==> config.mk <==
export PLATFORM = sky130hd
export DESIGN_NAME = cam_pack_arbiter
export DESIGN_NICKNAME = d
export VERILOG_FILES = /design/src/rtl/cam_pack_arbiter.sv
export SDC_FILE = /design/constraint.sdc
export NUM_CORES = 1
export LEC_CHECK = 0
export BUFFER_PORTS_ARGS = -buffer_cell sky130_fd_sc_hd__buf_2
export CAP_MARGIN = 10
export CORE_UTILIZATION = 60
export DETAILED_ROUTE_END_ITERATION = 10
export PLACE_DENSITY_LB_ADDON = 0.25
export SYNTH_ARGS = -nofsm -noshare
export SYNTH_HDL_FRONTEND = slang
export SYNTH_SLANG_ARGS = --single-unit
==> constraint.sdc <==
create_clock -name clk -period 6.41 [get_ports clk]
set_input_delay 0.641 -clock clk [delete_from_list [all_inputs] [get_ports clk]]
set_output_delay 0.641 -clock clk [all_outputs]
set_load 0.005 [all_outputs]
==> src/rtl/cam_pack_arbiter.sv <==
module cam_pack_arbiter #(
  parameter int NUM_CAMS   = 2,
  parameter int FIFO_DEPTH = 8
) (
  input  logic                  clk,
  input  logic                  rst_n,
  input  logic                  frame_start,
  input  logic [NUM_CAMS-1:0]   pix_valid,
  input  logic [NUM_CAMS*8-1:0] pix_data,
  input  logic                  out_ready,
  output logic                  out_valid,
  output logic [31:0]           out_data,
  output logic [NUM_CAMS-1:0]   overflow
);
  localparam int AW = $clog2(FIFO_DEPTH);
  localparam int CW = $clog2(FIFO_DEPTH + 1);
  localparam int IW = (NUM_CAMS > 1) ? $clog2(NUM_CAMS) : 1;
  localparam logic [CW-1:0] FULL = CW'(FIFO_DEPTH);

  logic [7:0]    mem    [NUM_CAMS][FIFO_DEPTH];
  logic [AW-1:0] wr_ptr [NUM_CAMS];
  logic [AW-1:0] rd_ptr [NUM_CAMS];
  logic [CW-1:0] cnt    [NUM_CAMS];
  logic [5:0]    seq    [NUM_CAMS];
  logic [IW-1:0] rr_ptr;

  logic [NUM_CAMS-1:0]    eligible, accept, pop;
  logic                   grant_any, take;
  logic [IW-1:0]          grant_idx;
  logic [AW-1:0]          rp;
  logic [5:0]             hdr_seq;
  logic [CW*NUM_CAMS-1:0] cnt_flat;

  assign take    = grant_any && (!out_valid || out_ready);
  assign rp      = rd_ptr[grant_idx];
  assign hdr_seq = frame_start ? 6'd0 : seq[grant_idx];

  for (genvar c = 0; c < NUM_CAMS; c++) begin : g_cam
    assign eligible[c]            = cnt[c] >= CW'(3);
    assign accept[c]              = pix_valid[c] && (cnt[c] != FULL);
    assign pop[c]                 = take && (grant_idx == IW'(c));
    assign cnt_flat[c*CW +: CW]   = cnt[c];
  end

  always_comb begin
    grant_any = 1'b0;
    grant_idx = '0;
    for (int k = 0; k < NUM_CAMS; k++) begin
      if (!grant_any && eligible[(int'(rr_ptr) + k) % NUM_CAMS]) begin
        grant_any = 1'b1;
        grant_idx = IW'((int'(rr_ptr) + k) % NUM_CAMS);
      end
    end
  end

  always_ff @(posedge clk) begin
    for (int c = 0; c < NUM_CAMS; c++)
      if (accept[c]) mem[c][wr_ptr[c]] <= pix_data[c*8 +: 8];
  end

  always_ff @(posedge clk or negedge rst_n) begin
    if (!rst_n) begin
      for (int c = 0; c < NUM_CAMS; c++) begin
        wr_ptr[c] <= '0;
        rd_ptr[c] <= '0;
        cnt[c]    <= '0;
        seq[c]    <= '0;
      end
      overflow <= '0;
    end else begin
      for (int c = 0; c < NUM_CAMS; c++) begin
        cnt[c]    <= cnt[c] + CW'(accept[c]) - (pop[c] ? CW'(3) : CW'(0));
        wr_ptr[c] <= wr_ptr[c] + AW'(accept[c]);
        rd_ptr[c] <= rd_ptr[c] + (pop[c] ? AW'(3) : AW'(0));
        if (pix_valid[c] && (cnt[c] == FULL)) overflow[c] <= 1'b1;
        if (frame_start)  seq[c] <= pop[c] ? 6'd1 : 6'd0;
        else if (pop[c])  seq[c] <= seq[c] + 6'd1;
      end
    end
  end

  always_ff @(posedge clk or negedge rst_n) begin
    if (!rst_n) begin
      out_valid <= 1'b0;
      out_data  <= '0;
      rr_ptr    <= '0;
    end else if (take) begin
      out_valid <= 1'b1;
      out_data  <= {2'(grant_idx), hdr_seq,
                    mem[grant_idx][rp + AW'(2)],
                    mem[grant_idx][rp + AW'(1)],
                    mem[grant_idx][rp]};
      rr_ptr    <= (grant_idx == IW'(NUM_CAMS - 1)) ? '0 : grant_idx + IW'(1);
    end else if (out_ready) begin
      out_valid <= 1'b0;
    end
  end
endmodule

==> results.cfg <==
[logic_synthesis]
ys_types = 48
yosysSeqAreaShare_pct = 56.1
synth_top_area_share_pct = 39.1
ys_ff_latch = 195
synth-edff-count = 128
yosys-top-cells-count = 157 x mux2i_1, 128 x edfxtp_1, 67 x dfrtp_1
syn_avg_cell_area_um2 = 13.8
syn_area_um2 = 9840
synth_area_leader_cell = edfxtp_1
async_flop_share_pct = 34.4
yosysWarnings = 0
synth_cells = 715
synth_area_leaders = edfxtp_1 39%, dfrtp_1 17%, mux2i_1 16%
synthFlopType = edfxtp_1
syn-num-nets = 766
yosysMostFrequentCell = mux2i_1

[cts]
cts_buffers = 17
cts_setup_buffers = 0
insertion_delay_ps = 430
cts_max_path_buffers = 2
cts_tree = done
ctsHoldBuffers = 0
clk_pin_slew_worst_paths_ps = 70
clock-sinks = 195
ctsResizeCount = 0
cts-root-buf = clkbuf_16
htree_num_levels = 4

[layout]
fin_util_pct = 67.3
fillerInstances = 1152
drive_gt1_share_pct = 15.5
nets = 806
syn2layout_area_growth_pct = 9.05
insertedDiodeCount = 0

[sta]
worst_pin_slew_ps = 1080
clock.fmax_mhz = 258
setup_violations = 0
fin_tns_setup_ps = 0
min_period_ps = 3880
slew_viol_final = 0
skew_ps = 7.39
finalHoldViolCount = 0
relSlewSlack_pct = 28.1
finalCritPeriodShare_pct = 60.5
rsz0062_at_grt = false

[drt]
met3WireLength_um = 764
wl_per_cell_um = 22.2
dr.pass1.iters = 5
m1WireLength_um = 8330
dr.max_layer_used = met4
drtIter0Drc = 355
num_vias = 6080
dr_wl_met2_um = 11600
drt_wl_total_um = 21800
drtAntennaViolNets = 0
drc_errors = 0
viasPerCell = 6.18

[power_and_ir_drop]
p_per_area_nw_per_um2 = 540
peakVddDrop_v = 0.000301
leakagePower_nw = 4.42

[floorplan]
core_area_um2 = 15900
die_h_um = 130
rows = 46
die_w_um = 130
die_area_um2 = 16900
initial_utilization_pct = 61.7
io_pins = 57

[setup_path]
cp-end-kind = register
r2r_slack_ps = 2530
reg2reg_from = cnt[2]$_DFF_PN0_
worst-setup-path-type = reg -> reg
cp_slowest_cell = buf_4
slowest_delay_ps = 680
cp_data_arrival_time_ps = 4190
worstPathRequired_ps = 6730
crit_chain = inv_1, ha_1, nand3_1, a211oi_4, buf_4, buf_4, nand2_1, clkinv_1, ha_1, inv_1, ha_1, inv_1, fa_1, xnor2_1
worstRegToRegCells = 14
r2r_end = cnt[2]$_DFF_PN0_
crit_path_start_kind = register
worst-path-max-fanout = 49

[grt]
grt_pass1_wl_um = 34100
grt_antenna_before_repair = 0
grt_max_degree = 68
grt_pass1_vias = 6350
grtUsageTotal_pct = 28.3
grt_overflow = 0

[run_status]
status = finished, final reports clean

[placement]
hpwl_um = 15700
place_congestion = 0.927
port-buffer-count = 55

[hold_path]
hold_class = in -> async

[job]
max-cap-violations = 0
[registers in the layout, summed over array words and instances (netlist names), 2 cells and up]
register	flops
rd_ptr	6
seq	12
wr_ptr	6
overflow	2
mem	128
out_data	31
cnt	8
[through the flow]
step	hold slack [ps]	instances	power, mW	setup slack [ps]	area, um^2
after floorplan	345	715	4.21	2750	9840
after global placement	434	952	4.71	2710	10200
after detailed placement	441	952	4.86	2540	10200
after CTS	404	984	5.81	2510	10700
after global routing	412	984	6.16	2270	10700
final	419	984	5.80	2530	10700
[layout by cell type, fill, tap and decap left out, drive strengths merged, types with 8 or more instances in the layout]
master,netlist,routed
buf,28,59
nor3,8,8
and3,10,10
mux2i,160,160
a31oi,16,16
nor2b,8,8
clkinv,1,9
mux4,19,19
dfrtp,67,67
edfxtp,128,128
ha,25,25
o21ai,9,9
nand2b,14,14
nand2,31,31
clkbuf,10,18
xor2,15,15
inv,21,23
nor2,48,48
a22oi,33,33
[power by group]
part / switching (mW) / total [mW] / internal, mW / leakage, nW
sequential: 0.310 / 1.98 / 1.67 / 1.97
clock: 0.458 / 0.950 / 0.492 / 0.247
combinational: 1.54 / 2.87 / 1.33 / 2.20
[layer usage]
layer / up-vias / GRT usage, %
met1: 3069 / 31.5
met3: 59 / 4.06
li1: 2773 / -
met4: 0 / 18.2
met5: - / 0
met2: 179 / 50.8
[final cells by class]
type / count / area [um^2] / share of cell area, %
well taps: 216 / 270 / 2.52
repair buffers: 59 / 305 / 2.84
flip-flops and latches: 195 / 5530 / 51.5
inverters: 22 / 82.6 / 0.769
clock buffers: 18 / 429 / 4.00
clock inverters: 14 / 90.1 / 0.839
multi-input cells: 460 / 4030 / 37.5
[worst max-delay path: cells and delay by family (launching register included)]
kind,cells,cell delay [ps]
simple gates,2,400
flops,1,370
buf+inv,6,1530
xor+xnor,1,140
compound gates,1,280
fa+ha+maj,4,1010
[logic make-up (layout without fill, tap and decap cells)]
kind of cell | Yosys count | count (layout) | synth area share (%)
other cells | 1 | 1 | 0.0381
simple gates | 136 | 136 | 6.55
xor+xnor | 21 | 21 | 1.87
mux | 184 | 184 | 21.7
flops | 195 | 195 | 56.1
fa+ha+maj | 29 | 29 | 3.99
compound gates | 89 | 89 | 6.46
buf+inv | 60 | 113 | 3.36
[how the worst max path moves through the flow]
stage | slack [ps] | start | cells after the start | endpoint
2_1_floorplan | 2750 | cnt[2]$_DFF_PN0_ | 14 | out_data[15]$_DFFE_PN0N_
3_3_place_gp | 2710 | cnt[2]$_DFF_PN0_ | 14 | cnt[1]$_DFF_PN0_
3_5_place_dp | 2540 | cnt[2]$_DFF_PN0_ | 14 | cnt[1]$_DFF_PN0_
4_1_cts | 2510 | cnt[2]$_DFF_PN0_ | 14 | cnt[2]$_DFF_PN0_
5_1_grt | 2270 | cnt[2]$_DFF_PN0_ | 14 | cnt[2]$_DFF_PN0_
6_report | 2530 | cnt[2]$_DFF_PN0_ | 14 | cnt[2]$_DFF_PN0_
No activity file was read; power rests on OpenSTA's default activity.
